--- src/rtl/wake_pkg.sv ---
package wake_pkg;

    typedef enum logic [1:0] {
        PS_OFF    = 2'd0,
        PS_WOKEN  = 2'd1,
        PS_SW_ON  = 2'd2
    } pwr_state_e;

    // control register bits 5..1 (bit0 is an action, not stored)
    typedef struct packed {
        logic alm_irq_en;   // bit5
        logic key_irq_en;   // bit4
        logic alm_wake_en;  // bit3
        logic key_wake_en;  // bit2
        logic aux_en;       // bit1
    } wake_ctl_t;

    localparam int CTL_W      = 6;
    localparam int FLAG_W     = 2;
    localparam int FLAG_KEY   = 0;
    localparam int FLAG_ALM   = 1;
    localparam int PWR_BIT    = 0;

endpackage

--- src/rtl/wake_key_sync.sv ---
module wake_key_sync #(
    parameter int STAGES = 2
) (
    input  logic clk,
    input  logic rst_n,
    input  logic key_n,
    output logic key_fall
);
    localparam int LAST = STAGES;

    logic [LAST:0] chain;

    always_ff @(posedge clk or negedge rst_n) begin
        if (!rst_n) chain <= '1;
        else        chain <= {chain[LAST-1:0], key_n};
    end

    assign key_fall = chain[LAST] & ~chain[LAST-1];

    AST_FALL_SINGLE: assert property (@(posedge clk) disable iff (!rst_n)
        key_fall |=> !key_fall);

endmodule

--- src/rtl/wake_regs.sv ---
module wake_regs
    import wake_pkg::*;
(
    input  logic              clk,
    input  logic              rst_n,
    input  logic              main_pwr_ok,
    input  logic              aux_present,
    input  logic              key_fall,
    input  logic              alarm_hit,
    input  logic              wr_en,
    input  logic              wr_addr,
    input  logic [CTL_W-1:0]  wr_data,
    output logic              key_wake,
    output logic              alm_wake,
    output logic              sw_on_req,
    output logic              sw_off_req,
    output logic [FLAG_W-1:0] flags,
    output logic              irq_pull_low
);
    wake_ctl_t         ctl;
    logic              wr_ctl, wr_clr;
    logic [FLAG_W-1:0] set_v, clr_v, irq_en;

    assign wr_ctl = wr_en && main_pwr_ok && (wr_addr == 1'b0);
    assign wr_clr = wr_en && main_pwr_ok && (wr_addr == 1'b1);

    assign sw_on_req  = wr_ctl &&  wr_data[PWR_BIT];
    assign sw_off_req = wr_ctl && !wr_data[PWR_BIT];

    assign key_wake = !main_pwr_ok && aux_present && ctl.aux_en
                      && ctl.key_wake_en && key_fall;
    assign alm_wake = !main_pwr_ok && ctl.alm_wake_en && alarm_hit;

    always_comb begin
        set_v           = '0;
        set_v[FLAG_KEY] = key_fall  && (main_pwr_ok || key_wake);
        set_v[FLAG_ALM] = alarm_hit && (main_pwr_ok || alm_wake);
        clr_v           = wr_clr ? wr_data[FLAG_W-1:0] : '0;
        irq_en           = '0;
        irq_en[FLAG_KEY] = ctl.key_irq_en;
        irq_en[FLAG_ALM] = ctl.alm_irq_en;
    end

    always_ff @(posedge clk or negedge rst_n) begin
        if (!rst_n) ctl <= '0;
        else if (wr_ctl) ctl <= wr_data[CTL_W-1:1];
    end

    genvar g;
    generate
        for (g = 0; g < FLAG_W; g++) begin : g_flag
            always_ff @(posedge clk or negedge rst_n) begin
                if (!rst_n)        flags[g] <= 1'b0;
                else if (set_v[g]) flags[g] <= 1'b1;
                else if (clr_v[g]) flags[g] <= 1'b0;
            end
        end
    endgenerate

    assign irq_pull_low = |(flags & irq_en);

    AST_CTL_LOCKED: assert property (@(posedge clk) disable iff (!rst_n)
        !main_pwr_ok |=> $stable(ctl));
    AST_IRQ_HELD: assert property (@(posedge clk) disable iff (!rst_n)
        (irq_pull_low && !wr_clr && !wr_ctl) |=> irq_pull_low);
    AST_NO_FLAG_GATED: assert property (@(posedge clk) disable iff (!rst_n)
        (!main_pwr_ok && !(aux_present && ctl.aux_en && ctl.key_wake_en)
         && !flags[FLAG_KEY]) |=> !flags[FLAG_KEY]);

endmodule

--- src/rtl/wake_fsm.sv ---
module wake_fsm
    import wake_pkg::*;
(
    input  logic clk,
    input  logic rst_n,
    input  logic main_pwr_ok,
    input  logic hw_wake,
    input  logic sw_on_req,
    input  logic sw_off_req,
    output logic pwr_pull_low
);
    pwr_state_e state, state_nx;

    always_ff @(posedge clk or negedge rst_n) begin
        if (!rst_n) state <= PS_OFF;
        else        state <= state_nx;
    end

    always_comb begin
        state_nx = state;
        unique case (state)
            PS_OFF: begin
                if (hw_wake)        state_nx = PS_WOKEN;
                else if (sw_on_req) state_nx = PS_SW_ON;
            end
            PS_WOKEN: begin
                if (main_pwr_ok)    state_nx = PS_SW_ON;
            end
            PS_SW_ON: begin
                if (sw_off_req)     state_nx = PS_OFF;
            end
            default:                state_nx = PS_OFF;
        endcase
    end

    always_comb begin
        unique case (state)
            PS_WOKEN, PS_SW_ON: pwr_pull_low = 1'b1;
            default:            pwr_pull_low = 1'b0;
        endcase
    end

    AST_WAKE_ASSERTS: assert property (@(posedge clk) disable iff (!rst_n)
        (hw_wake && !pwr_pull_low) |=> pwr_pull_low);
    AST_ON_STICKY: assert property (@(posedge clk) disable iff (!rst_n)
        (pwr_pull_low && !sw_off_req) |=> pwr_pull_low);
    AST_SW_ON: assert property (@(posedge clk) disable iff (!rst_n)
        (sw_on_req && !pwr_pull_low) |=> pwr_pull_low);

endmodule

--- src/rtl/wake_pwr_ctl.sv ---
module wake_pwr_ctl
    import wake_pkg::*;
#(
    parameter int SYNC_STAGES = 2
) (
    input  logic              clk,
    input  logic              rst_n,
    input  logic              main_pwr_ok,
    input  logic              aux_present,
    input  logic              kick_n,
    input  logic              alarm_hit,
    input  logic              wr_en,
    input  logic              wr_addr,
    input  logic [CTL_W-1:0]  wr_data,
    output logic              pwr_pull_low,
    output logic              irq_pull_low,
    output logic [FLAG_W-1:0] wake_flags
);
    logic key_fall, key_wake, alm_wake, sw_on_req, sw_off_req;

    wake_key_sync #(.STAGES(SYNC_STAGES)) u_sync (
        .clk(clk), .rst_n(rst_n), .key_n(kick_n), .key_fall(key_fall)
    );

    wake_regs u_regs (
        .clk(clk), .rst_n(rst_n), .main_pwr_ok(main_pwr_ok),
        .aux_present(aux_present), .key_fall(key_fall), .alarm_hit(alarm_hit),
        .wr_en(wr_en), .wr_addr(wr_addr), .wr_data(wr_data),
        .key_wake(key_wake), .alm_wake(alm_wake),
        .sw_on_req(sw_on_req), .sw_off_req(sw_off_req),
        .flags(wake_flags), .irq_pull_low(irq_pull_low)
    );

    wake_fsm u_fsm (
        .clk(clk), .rst_n(rst_n), .main_pwr_ok(main_pwr_ok),
        .hw_wake(key_wake || alm_wake),
        .sw_on_req(sw_on_req), .sw_off_req(sw_off_req),
        .pwr_pull_low(pwr_pull_low)
    );

    AST_POWERED_NO_WAKE: assert property (@(posedge clk) disable iff (!rst_n)
        (main_pwr_ok && !pwr_pull_low && !(wr_en && !wr_addr)) |=> !pwr_pull_low);

endmodule

--- config.mk ---
export PLATFORM = sky130hd
export DESIGN_NAME = wake_pwr_ctl
export DESIGN_NICKNAME = d
export VERILOG_FILES = /design/src/rtl/wake_pkg.sv /design/src/rtl/wake_key_sync.sv /design/src/rtl/wake_regs.sv /design/src/rtl/wake_fsm.sv /design/src/rtl/wake_pwr_ctl.sv
export SDC_FILE = /design/constraint.sdc
export NUM_CORES = 1
export LEC_CHECK = 0
export BUFFER_PORTS_ARGS = -buffer_cell sky130_fd_sc_hd__clkbuf_2
export CORE_AREA = 2 2 39 41
export CTS_BUF_LIST = sky130_fd_sc_hd__clkbuf_8
export CTS_CLUSTER_DIAMETER = 50
export DETAILED_ROUTE_END_ITERATION = 10
export DIE_AREA = 0 0 41 43
export GPL_ROUTABILITY_DRIVEN = 0
export PLACE_DENSITY = 0.8
export SLEW_MARGIN = 20
export SYNTH_ARGS = -nofsm -noshare
export SYNTH_HDL_FRONTEND = slang
export SYNTH_SLANG_ARGS = --single-unit
--- constraint.sdc ---
create_clock -name clk -period 1.7 [get_ports clk]
set_clock_uncertainty 0.1 [all_clocks]
set_input_delay 0.34 -clock clk [delete_from_list [all_inputs] [get_ports clk]]
set_output_delay 0.34 -clock clk [all_outputs]
set_load 0.01 [all_outputs]
Word-level counts from Yosys, hierarchy flattened
Index checks and enable logic that the tools add are counted.
Widths: inputs -> output; s select.
{"block": "totals", "reg_bits": 12, "inputBits": 14, "out_inout_bits": 4, "wordCells": 53}
{"block": "classes", "n_eq_ne": 5, "muxes": 11, "n_bitwise": 4, "n_reduce_logical": 24}
{"operator": "$logic_and 1x1->1", "count": 13}
{"operator": "$mux 2", "count": 5}
{"operator": "$pmux 2 s3", "count": 1}
{"operator": "$mux 1", "count": 5}
{"operator": "$ne 2x2->1 const B", "count": 2}
{"operator": "$reduce_bool 2->1", "count": 2}
{"operator": "$reduce_or 2->1", "count": 2}
{"operator": "$logic_or 1x1->1", "count": 3}
{"operator": "$ne 3x2->1 const B", "count": 1}
{"operator": "$reduce_and 3->1", "count": 1}
{"operator": "$and 2x2->2", "count": 1}
{"operator": "$eq 2x1->1 const B", "count": 1}
{"operator": "$eq 2x2->1 const B", "count": 1}
{"operator": "$logic_not 1->1", "count": 2}
{"operator": "$logic_not 2->1", "count": 1}
{"operator": "$not 1->1", "count": 2}
{"operator": "$and 1x1->1", "count": 1}

Longest topological paths before layout
Gate-level depths: netlist of run 1.
{"block": "depth", "ltp_word": 8, "depth_mapped": 6}

By module
A second synthesis of run 1 with hierarchy kept.
{"block": "unflattened", "hier_cells": 54, "area_unflattened_um2": 649.4}
{"mod": "wake_regs", "instances": 1, "cells_per_inst": 28, "area_each_um2": 366.6}
{"mod": "wake_fsm", "instances": 1, "cells_per_inst": 21, "area_each_um2": 183.9}
{"mod": "wake_key_sync", "instances": 1, "cells_per_inst": 4, "area_each_um2": 92.6}
{"mod": "wake_pwr_ctl", "instances": 1, "cells_per_inst": 1, "area_each_um2": 6.3}

Worst setup path after synthesis of run 1
OpenSTA, ideal clock, no wires.
{"block": "synth_timing", "kind": "reg-to-reg", "from": "register u_fsm.state[1]", "to": "register u_fsm.state[0]", "arrival_time_ns": 1.144, "path_slack_ns": 0.336, "stages_incl_launch_ff": 7, "path_buffers": 0, "path_cell_list": "dfrtp_1 -> inv_1 -> ha_1 -> and2b_4 -> o22ai_2 -> a21oi_1 -> a31o_1"}
{"block": "synth_between", "elab_chain_cells": 3}
{"element": "from (decl)", "line_no": "wake_fsm.sv:12", "rtl": "pwr_state_e state, state_nx;"}
{"element": "from (signal assigned)", "line_no": "wake_fsm.sv:16", "rtl": "else state <= state_nx;"}
{"element": "$eq 2x2->1, or another cell as far along", "line_no": "wake_fsm.sv:21", "rtl": "unique case (state)"}
{"element": "$ne 2x2->1 (no line) / $ne 3x2->1 (equally long branches)"}
{"element": "$reduce_and 3->1 (no line)"}
Parallel ways exist; a longest one is shown, timed or not.
A chain may end at the register's enable or synchronous reset.

Final worst setup path of run 1
{"block": "layout_timing", "from": "register u_fsm.state[0]", "to": "output pwr_pull_low"}
{"block": "layout_between", "elab_chain_cells": 3}
{"element": "$eq 2x1->1 / $eq 2x2->1 (equally long branches)", "line_no": "wake_fsm.sv:37", "rtl": "unique case (state)"}
{"element": "$reduce_or 2->1 (*)", "line_no": "wake_fsm.sv:37"}
{"element": "$mux 1 (*)", "line_no": "wake_fsm.sv:37"}
{"element": "to (decl)", "line_no": "wake_pwr_ctl.sv:15", "rtl": "output logic pwr_pull_low,"}
Mark *: on every way between the ends. The rest lies on a longest branch, timed or not.

==> results of run 1 <==
-- synth_stat cells --
master,count,area share [%]
sky130_fd_sc_hd__and2b_4,1,1.8
sky130_fd_sc_hd__nand3b_2,1,2.0
sky130_fd_sc_hd__a21boi_1,1,1.3
sky130_fd_sc_hd__a22o_1,1,1.5
sky130_fd_sc_hd__o22ai_2,1,2.2
sky130_fd_sc_hd__mux2_2,5,9.9
sky130_fd_sc_hd__a31o_1,1,1.5
sky130_fd_sc_hd__o211ai_2,1,2.2
sky130_fd_sc_hd__nand2_1,3,2.0
sky130_fd_sc_hd__nand3_1,1,0.88
sky130_fd_sc_hd__nor2b_1,1,1.1
sky130_fd_sc_hd__dfstp_2,3,14
sky130_fd_sc_hd__o2bb2ai_1,1,1.5
sky130_fd_sc_hd__o21ai_0,5,4.4
sky130_fd_sc_hd__and4b_1,1,1.8
sky130_fd_sc_hd__o21ai_1,1,0.88
sky130_fd_sc_hd__dfrtp_1,9,40
sky130_fd_sc_hd__a21oi_1,1,0.88
sky130_fd_sc_hd__inv_1,6,4.0
sky130_fd_sc_hd__ha_1,3,6.6
-- worst max path at each step --
stage | to | cells past startpoint | slack [ns]
after global placement | u_fsm.state[0] | 5 | 0.23
after detailed placement | u_fsm.state[0] | 5 | 0.16
after global routing | pwr_pull_low | 3 | 0.12
after CTS | pwr_pull_low | 3 | 0.16
after floorplan | u_fsm.state[0] | 6 | 0.34
final | pwr_pull_low | 3 | 0.17
-- per-stage QoR --
stage	power (mW)	instance area (um^2)	cells
finish	0.975	738	85
global route	1.05	738	85
CTS	0.990	738	85
detailed placement	0.681	673	80
global placement	0.669	673	80
floorplan	0.592	568	47
-- cell families after synthesis --
| kind of cell | Yosys count | share of synthesized area (%) |
|---|---|---|
| adders and majority gates | 3 | 6.61 |
| AOI/OAI and AO/OA | 13 | 16.5 |
| buffers and inverters | 6 | 3.96 |
| and+or+nand+nor | 8 | 9.47 |
| muxes | 5 | 9.91 |
| DFF | 12 | 53.5 |
-- flip-flops by register name, summed over array words and instances (netlist names) --
| register | cells |
|---|---|
| u_fsm.state | 2 |
| u_sync.chain | 3 |
| u_regs.flags | 2 |
| u_regs.ctl | 5 |
-- layout by cell type (no fill, tap or decap) --
cell type / n
sky130_fd_sc_hd__a21oi_1: 1
sky130_fd_sc_hd__and4b_1: 1
sky130_fd_sc_hd__o22ai_2: 1
sky130_fd_sc_hd__o21ai_1: 1
sky130_fd_sc_hd__a22o_1: 1
sky130_fd_sc_hd__nand2_1: 3
sky130_fd_sc_hd__ha_1: 3
sky130_fd_sc_hd__o21ai_0: 5
sky130_fd_sc_hd__a21boi_1: 1
sky130_fd_sc_hd__nand3b_2: 1
sky130_fd_sc_hd__inv_1: 6
sky130_fd_sc_hd__dfrtp_1: 9
sky130_fd_sc_hd__dlygate4sd3_1: 1
sky130_fd_sc_hd__clkbuf_8: 4
sky130_fd_sc_hd__a31o_1: 1
sky130_fd_sc_hd__o2bb2ai_1: 1
sky130_fd_sc_hd__mux2_2: 5
sky130_fd_sc_hd__and2b_4: 1
sky130_fd_sc_hd__dfstp_2: 3
sky130_fd_sc_hd__nor2b_1: 1
sky130_fd_sc_hd__nand3_1: 1
sky130_fd_sc_hd__o211ai_2: 1
sky130_fd_sc_hd__clkbuf_2: 17
-- per-layer routing --
metal / wire length [um] / up-vias / track usage [%] / share of wire, %
li1: - / 210 / - / -
met1: 407 / 199 / 18.4 / 41
met2: 487 / 17 / 22.2 / 49
met3: 75 / 2 / 3.14 / 7.6
met4: 21 / 0 / 12.0 / 2.1
met5: 0 / - / 0 / 0
-- power breakdown --
| part | switching [mW] | internal, mW | leakage, nW |
|---|---|---|---|
| combinational | 0.158 | 0.146 | 0.194 |
| clock | 0.0949 | 0.204 | 0.0288 |
| sequential | 0.0279 | 0.344 | 0.136 |
| total | 0.281 | 0.694 | 0.359 |
-- area by class of cell --
| type | count | area (um^2) | share of cell area [%] |
|---|---|---|---|
| well taps | 16 | 20.0 | 2.71 |
| multi-input cells | 29 | 241 | 32.7 |
| repair buffers | 18 | 95.1 | 12.9 |
| clock buffers | 4 | 55.1 | 7.46 |
| inverters | 6 | 22.5 | 3.05 |
| flip-flops and latches | 12 | 304 | 41.2 |
-- timing repair --
action,in CTS,in global routing
endpoints found under the hold margin,9,0
setup endpoints to repair,0,0
hold buffers,1,0
==> run metrics, run 1 <==
outcome finished clean; destination of the worst register-to-register timing path u_fsm.state[0]; Rel. slew slack 80.6%; Syn-to-layout area delta 30.0%; flop and latch count out of synthesis 12; library cell used as clock root buffer sky130_fd_sc_hd__clkbuf_8; number of inserted filler cells in the final layout 127; port buffer count 17; part of the Yosys area used for sequential elements 53.5%; slowest library cell on the worst path sky130_fd_sc_hd__dfrtp_1; initial core utilization 41.0%; clock transition time at the flip-flop clock pins of the worst setup and hold paths 0.05 ns; Worst Hold End u_sync.chain[0]; leakage power 0.359 nW; cell depth of the worst hold path 1; post-route fraction of the period consumed by the critical path 90.0%; Setup crit end kind output port; Crit path buffers/inverters 2; synthesized area per cell 12.1 um^2; share of post-route cells with drive strength above 1 47.8%; achievable frequency 654 MHz; Final min period 1.53 ns; post-placement setup slack 0.158 ns; arrival time worst endpoint 1.09 ns; largest vdd supply drop 0.662 mV; antenna violations before repair 0; critical path launch point type flip-flop; CP Launch Point u_fsm.state[0]; Ports 18; count of vias placed by the detailed router 428; Final Core Density 53.3%; FP Rows 14; first-pass iteration count of the detailed router 4; CTS tree yes; final hold slack 0.0829 ns; post-route setup slack 0.170 ns; Worst path max stage delay 0.38 ns; transition time of the tightest slew-check pin 0.291 ns; DRC violations left 0; CTS buffer count 3; start-to-end type of the worst setup path reg2out; Total Negative Setup Slacks 0 ns; number of global-route vias before repair 448; vias per std cell 5.04; count of max-cap constraint violations 0; launch point of the worst hold path kick_n; number of H-tree branching levels 1; floorplan die width 41 um; aggregate routed wire length 991 um; largest net degree at the start of global routing 13; Final Hold Violating Endpoints 0; Overall Global Routing Usage 15.2%; Mapped Cells 47; antenna violation net count after detailed routing 0; critical register-to-register path startpoint u_fsm.state[1]; number of cells on the worst reg-to-reg path 6; total standard cell area after synthesis 568 um^2; area enclosed by the die boundary 0.00176 mm^2; die outline height 43 um; class of the most critical hold timing path in2reg; required time worst endpoint 1.26 ns; power per cell area 1320 mW/mm^2; maximum root-to-sink buffer count 2; detailed-route wire length per cell 11.7 um; DRT iter0 DRCs 5; final number of setup-violating endpoints 0; maximum fanout along the worst path 3; first-pass GRT wire length 1.77 mm; count of yosys warnings during synthesis 0; critical path cell sequence inv_1 -> ha_1 -> clkbuf_2; unrepaired setup endpoints after global routing no; buffer count from post-CTS setup fixing 0; number of nets at the end of the flow 87; standard cell core area 0.00138 mm^2; number of different library cells in the post-synthesis netlist 20; max-slew violation total from the final report 0; clock latency on the worst-skew pair 0.24 ns; final global-route overflow total 0; slack of the worst reg-to-reg path 0.24 ns; Antenna Diode Count 0; cell class contributing the biggest share of worst-path delay flip-flops; HPWL after detailed placement 811 um; CTS Sinks 12; syn nets 64; Resized Gates After CTS 0
(Power assumes the default switching activity.)
==> run 2: changes to the inputs <==
--- a/config.mk
+++ b/config.mk
@@ -13,6 +13,7 @@
 export DIE_AREA = 0 0 41 43
 export GPL_ROUTABILITY_DRIVEN = 0
 export PLACE_DENSITY = 0.8
+export SETUP_SLACK_MARGIN = 0.2
 export SLEW_MARGIN = 20
 export SYNTH_ARGS = -nofsm -noshare
 export SYNTH_HDL_FRONTEND = slang
==> run 2 against run 1 <==
  * Hold slack hardly changed
  * Final area rose by 4.6%
  * Clock power barely moved
  * Sequential share of layout area decreased by 1.8 points
  * Sequential power rose by 1%
  * Critical endpoint unchanged
  * Highest routed layer unchanged
==> run metrics, run 2 (synthesis results as in run 1) <==
first-pass GRT wire length 1.76 mm (-0.40%); number of H-tree branching levels 1 (unchanged); detailed-route wire length per cell 11.8 um (+1.2%); start-to-end type of the worst setup path reg2out; first-pass iteration count of the detailed router 4 (unchanged); final global-route overflow total 0 (unchanged); unrepaired setup endpoints after global routing yes; largest net degree at the start of global routing 13 (unchanged); Placed Instances 80 (unchanged); CTS tree yes; outcome finished clean; required time worst endpoint 1.26 ns (about the same); class of the most critical hold timing path in2reg; standard cell core area 0.00138 mm^2 (unchanged); critical path launch point type flip-flop; leakage power 0.366 nW (+1.8%); achievable frequency 681 MHz (+4.2%); register bank with the most flops u_regs.ctl; CTS buffer count 3 (unchanged); HPWL after detailed placement 811 um (unchanged); CTS Sinks 12 (unchanged); Overall Global Routing Usage 15.2% (unchanged); final number of setup-violating endpoints 0 (unchanged); Syn-to-layout area delta 35.9%; antenna violation net count after detailed routing 0 (unchanged); fin area 772 um^2 (+4.6%); number of global-route vias before repair 452 (+0.89%); clock latency on the worst-skew pair 0.24 ns (about the same); vias per std cell 5.07 (+0.68%); aggregate routed wire length 1.02 mm (+2.4%); arrival time worst endpoint 1.03 ns (-0.06 ns); area enclosed by the die boundary 0.00176 mm^2 (unchanged); number of flip-flops in the largest register 5 (unchanged); number of inserted filler cells in the final layout 122 (-3.9%); post-place instance area 673 um^2 (unchanged); max-slew violation total from the final report 0 (unchanged); initial core utilization 41.0% (unchanged); FP Rows 14 (unchanged); leading cell types in the layout, fill and taps excluded sky130_fd_sc_hd__clkbuf_2, sky130_fd_sc_hd__dfrtp_1, sky130_fd_sc_hd__o21ai_0, sky130_fd_sc_hd__mux2_2; maximum root-to-sink buffer count 2 (unchanged); post-route fraction of the period consumed by the critical path 86.4% (-3.6 points); Setup crit end kind output port; count of vias placed by the detailed router 436 (+1.9%); leading cell type in the layout, fill and taps excluded sky130_fd_sc_hd__clkbuf_2; power per cell area 1390 mW/mm^2 (+5.3%); largest registers u_regs.ctl: 5 flops, u_sync.chain: 3 flops; Antenna Diode Count 0 (unchanged); clock transition time at the flip-flop clock pins of the worst setup and hold paths 0.05 ns (about the same); Total Negative Setup Slacks 0 ns (unchanged); Rel. slew slack 80.5% (-0.14 points); transition time of the tightest slew-check pin 0.293 ns (+0.00210 ns); library cell used as clock root buffer sky130_fd_sc_hd__clkbuf_8; floorplan die width 41 um (unchanged); DRC violations left 0 (unchanged); post-placement setup slack 0.158 ns (unchanged); antenna violations before repair 0 (unchanged); count of max-cap constraint violations 0 (unchanged); DRT iter0 DRCs 6 (+1); post-layout instance count excluding filler cells 86 (+1.2%); largest vdd supply drop 0.707 mV (+6.8%); post-route setup slack 0.232 ns (+0.0614 ns); number of nets at the end of the flow 88 (+1.1%); port buffer count 17 (unchanged); power after layout 1.07 mW (+10%); die outline height 43 um (unchanged); Final Hold Violating Endpoints 0 (unchanged); share of post-route cells with drive strength above 1 52.9% (+5.0 points); Ports 18 (unchanged); Final min period 1.47 ns (-0.0614 ns); maximum fanout along the worst path 2 (-1)
==> run 2: cell count changes in the layout (fill, tap and decap cells not counted), sizes merged <==
cell | before | now
buf | 0 | 2
clkbuf | 21 | 20
==> run 2: what timing repair did <==
| action | CTS | global route |
|---|---|---|
| resized for setup | 3 | 3 |
| endpoints found under the hold margin | 9 | 0 |
| hold buffers | 1 | 0 |
| endpoints found under the setup margin | 1 | 3 |
| buffers inserted | 1 | 0 |
==> run 2: worst max-delay path, cell delays in order (launching register included) <==
cell and delay (ns):
sky130_fd_sc_hd__dfrtp_1 0.39, sky130_fd_sc_hd__inv_2 0.09, sky130_fd_sc_hd__ha_4 0.20, sky130_fd_sc_hd__buf_6 0.11
==> run 2: final timing paths <==
| check | depth (start not counted) | to | slack, ns | start |
|---|---|---|---|---|
| worst min register to register | 0 | u_sync.chain[1] | 0.26 | u_sync.chain[0] |
| worst max-delay path | 3 | pwr_pull_low | 0.23 | u_fsm.state[0] |
| worst max register to register | 5 | u_fsm.state[0] | 0.28 | u_fsm.state[0] |
| worst min-delay path | 1 | u_sync.chain[0] | 0.08 | kick_n |
| min in group asynchronous | 2 | u_regs.ctl[0] | 0.41 | rst_n |
| max in group asynchronous | 2 | u_sync.chain[2] | 0.81 | rst_n |
==> run 2: area by class of cell <==
cell class | instances | area [um^2] | area share, %
Sequential cell | 12 | 304 | 39.4
Tap cell | 16 | 20.0 | 2.59
Inverter | 6 | 22.5 | 2.92
Timing Repair Buffer | 19 | 109 | 14.1
Clock buffer | 4 | 55.1 | 7.13
Multi-Input combinational cell | 29 | 262 | 33.9
==> run 2: power by group <==
| group | leakage, nW | total [mW] | internal [mW] | switching (mW) |
|---|---|---|---|---|
| clock | 0.0288 | 0.299 | 0.204 | 0.0954 |
| sequential | 0.136 | 0.375 | 0.344 | 0.0312 |
| combinational | 0.201 | 0.399 | 0.215 | 0.184 |
==> run 2: stage by stage <==
step | util [%] | hold WS [ns]
after floorplan | - | -0.0556
after global placement | 48.6 | 0.133
after detailed placement | 48.6 | 0.142
after CTS | 54.8 | 0.0773
after global routing | 55.8 | 0.0798
final | 55.8 | 0.0825
==> run 2: layer usage <==
layer | share of wire, % | vias to the layer above | track usage, %
met4 | 2.1 | 0 | 12.0
met2 | 49 | 15 | 22.8
li1 | - | 212 | -
met1 | 42 | 207 | 17.7
met5 | 0 | - | 0
met3 | 6.7 | 2 | 3.14
==> run 3: changes to the inputs <==
--- a/config.mk
+++ b/config.mk
@@ -5,6 +5,7 @@
 export SDC_FILE = /design/constraint.sdc
 export NUM_CORES = 1
 export LEC_CHECK = 0
+export ABC_AREA = 1
 export BUFFER_PORTS_ARGS = -buffer_cell sky130_fd_sc_hd__clkbuf_2
 export CORE_AREA = 2 2 39 41
 export CTS_BUF_LIST = sky130_fd_sc_hd__clkbuf_8
@@ -12,7 +13,7 @@
 export DETAILED_ROUTE_END_ITERATION = 10
 export DIE_AREA = 0 0 41 43
 export GPL_ROUTABILITY_DRIVEN = 0
-export PLACE_DENSITY = 0.8
+export PLACE_DENSITY = 0.82
 export SETUP_SLACK_MARGIN = 0.2
 export SLEW_MARGIN = 20
 export SYNTH_ARGS = -nofsm -noshare
==> run 3 against run 2 <==
  * Register-to-register slack improved by 0.02 ns
  * Wire length rose by 18%
  * Clock power is 14% lower
  * Sequential cell count did not move
  * Non-clock buffer count is 1 higher
  * Synthesized cell count up 47%
  * Utilization up 1.4 points
  * Highest routed layer unchanged
  * Die area unchanged
  * Count of clock-buffer cells in the layout down 1
  * Global-route usage up 1.9 points
==> run metrics, run 3 <==
Total Negative Setup Slacks 0 ns (unchanged); HPWL after detailed placement 898 um (+11%); die outline height 43 um (unchanged); power after layout 1.05 mW (-2.0%); final global-route overflow total 0 (unchanged); outcome finished clean; class of the most critical hold timing path in2reg; FFs w/ async S/R, synth 100% (unchanged); final number of setup-violating endpoints 0 (unchanged); FP Rows 14 (unchanged); register bank with the most flops u_regs.ctl; first-pass GRT wire length 2.05 mm (+16%); Rel. slew slack 79.9% (-0.54 points); most common cell in the netlist sky130_fd_sc_hd__nand2_1; largest registers u_regs.ctl: 5 flops, u_sync.chain: 3 flops; Ports 18 (unchanged); floorplan die width 41 um (unchanged); Final min period 1.47 ns (+0.00612 ns); cell depth of the worst hold path 1 (unchanged); arrival time worst endpoint 1.03 ns (about the same); largest net degree at the start of global routing 13 (unchanged); critical register-to-register path startpoint u_fsm.state[0]; number of flip-flops in the largest register 5 (unchanged); number of global-route vias before repair 519 (+15%); maximum root-to-sink buffer count 2 (unchanged); syn nets 86 (+34%); area used by sequential logic in the layout 304 um^2 (unchanged); largest vdd supply drop 0.775 mV (+9.6%); Post-synth EDFFs 0 (unchanged); synthesized area per cell 8.67 um^2 (-28%); clock transition time at the flip-flop clock pins of the worst setup and hold paths 0.05 ns (about the same); aggregate routed wire length 1.19 mm (+18%); count of max-cap constraint violations 0 (unchanged); CTS tree yes; clock latency on the worst-skew pair 0.24 ns (about the same); number of inserted filler cells in the final layout 130 (+6.6%); leakage power 0.428 nW (+17%); prevailing post-synth register cell sky130_fd_sc_hd__dfrtp_1; count of yosys warnings during synthesis 0 (unchanged); top cells by count, synth sky130_fd_sc_hd__nand2_1, sky130_fd_sc_hd__inv_1, sky130_fd_sc_hd__dfrtp_1; antenna violation net count after detailed routing 0 (unchanged); post-route fraction of the period consumed by the critical path 86.7% (+0.36 points); leading cell type in the layout, fill and taps excluded sky130_fd_sc_hd__nand2_1; flop and latch count out of synthesis 12 (unchanged); part of the Yosys area used for sequential elements 50.8% (-2.7 points); number of H-tree branching levels 1 (unchanged); detailed-route wire length per cell 10.9 um (-7.3%); leading cell types in the layout, fill and taps excluded sky130_fd_sc_hd__nand2_1, sky130_fd_sc_hd__clkbuf_2, sky130_fd_sc_hd__inv_1, sky130_fd_sc_hd__dfrtp_1, sky130_fd_sc_hd__nand3_1; antenna violations before repair 0 (unchanged); maximum fanout along the worst path 2 (unchanged); footprint of the multi-input gates 269 um^2 (+2.9%); area enclosed by the die boundary 0.00176 mm^2 (unchanged); library cell used as clock root buffer sky130_fd_sc_hd__clkbuf_8; achievable frequency 678 MHz (-0.42%); number of cells on the worst reg-to-reg path 8 (+3); number of different library cells in the post-synthesis netlist 15 (-25%); Mapped Cells 69 (+47%); standard cell core area 0.00138 mm^2 (unchanged); number of nets at the end of the flow 111 (+26%); first-pass iteration count of the detailed router 2 (-2); Yosys top cell area share 37.7% (-2.0 points); Setup crit end kind output port; Antenna Diode Count 0 (unchanged); total standard cell area after synthesis 598 um^2 (+5.3%); launch point of the worst hold path kick_n; transition time of the tightest slew-check pin 0.301 ns (+0.00813 ns); power per cell area 1330 mW/mm^2 (-4.5%); Overall Global Routing Usage 17.1% (+1.9 points); CTS buffer count 3 (unchanged); start-to-end type of the worst setup path reg2out; Syn-to-layout area delta 32.4%; CP Launch Point u_fsm.state[1]; required time worst endpoint 1.26 ns (about the same); vias per std cell 4.73 (-6.6%); DRC violations left 0 (unchanged); initial core utilization 43.2% (+2.2 points); CTS Sinks 12 (unchanged); critical path launch point type flip-flop; DRT iter0 DRCs 3 (-3); port buffer count 17 (unchanged); unrepaired setup endpoints after global routing no; count of vias placed by the detailed router 516 (+18%); share of post-route cells with drive strength above 1 35.5% (-17 points); top cells by area in the synthesized netlist sky130_fd_sc_hd__dfrtp_1, sky130_fd_sc_hd__nand2_1, sky130_fd_sc_hd__dfstp_2, sky130_fd_sc_hd__ha_1, sky130_fd_sc_hd__inv_1; Final Hold Violating Endpoints 0 (unchanged); cell taking the most area after synthesis sky130_fd_sc_hd__dfrtp_1; max-slew violation total from the final report 0 (unchanged)
[run 3: cell count changes in the layout (fill, tap and decap cells not counted), sizes merged, moves of 2 or more]
cell / before / now
o21ai: 6 / 4
mux2: 5 / 0
nand3: 1 / 6
nand2: 3 / 25
inv: 6 / 11
nor2: 0 / 4
nand4: 0 / 2
[run 3: critical path, cell delays in order (launching register included)]
cell	delay [ns]
sky130_fd_sc_hd__dfrtp_1	0.39
sky130_fd_sc_hd__inv_2	0.09
sky130_fd_sc_hd__ha_4	0.20
sky130_fd_sc_hd__buf_6	0.11
[run 3: cell type report]
| class | instances | share of cell area [%] |
|---|---|---|
| Timing Repair Buffer | 20 | 14.7 |
| Clock inverter | 1 | 0.474 |
| Sequential cell | 12 | 38.4 |
| Inverter | 10 | 4.74 |
| Tap cell | 16 | 2.53 |
| Clock buffer | 3 | 5.21 |
| Multi-Input combinational cell | 47 | 34.0 |
[run 3: report_power, final]
group	switching (mW)	internal, mW	leakage [nW]	total [mW]
Combinational	0.205	0.213	0.261	0.418
Sequential	0.0343	0.340	0.140	0.375
Clock	0.0995	0.159	0.0269	0.258
[run 3: per-stage QoR]
stage | hold WS [ns] | utilization, % | cells | worst slack [ns] | cell area (um^2)
final | 0.0844 | 57.2 | 109 | 0.226 | 792
after global routing | 0.0831 | 57.2 | 109 | 0.199 | 792
after CTS | 0.0772 | 55.9 | 109 | 0.201 | 773
after detailed placement | 0.139 | 50.8 | 102 | 0.339 | 703
after global placement | 0.132 | 50.8 | 102 | 0.383 | 703
after floorplan | -0.0556 | - | 69 | 0.475 | 598
[run 3: metal layers]
metal / GRT usage (%) / routed length [um] / share of wire, %
met1: 21.4 / 531 / 45
met2: 27.2 / 578 / 48
met3: 3.14 / 73 / 6.1
met4: 8.00 / 10 / 0.84
met5: 0 / 0 / 0
[run 3: cell families (layout without fill, tap and decap cells)]
group / after synthesis / in the layout / share of synthesized area (%)
adder cells (fa/ha/maj): 3 / 3 / 6.28
AO/OA/AOI/OAI: 6 / 6 / 7.53
AND/OR/NAND/NOR: 38 / 38 / 29.1
flip-flops: 12 / 12 / 50.8
buffers and inverters: 10 / 34 / 6.28
[run 3: timing repair]
action,in CTS,in global routing
gates resized for setup,0,5
setup buffers,2,0
pin swaps,0,1
hold buffers,1,0
endpoints found under the hold margin,9,0
setup endpoints to repair,1,1
[run 3: final timing paths]
check | to | slack [ns]
worst max-delay path | pwr_pull_low | 0.23
worst min-delay path | u_sync.chain[0] | 0.08
worst max register to register | u_fsm.state[0] | 0.30
worst min register to register | u_sync.chain[1] | 0.25
max in group asynchronous | u_sync.chain[2] | 0.80
min in group asynchronous | u_fsm.state[1] | 0.41
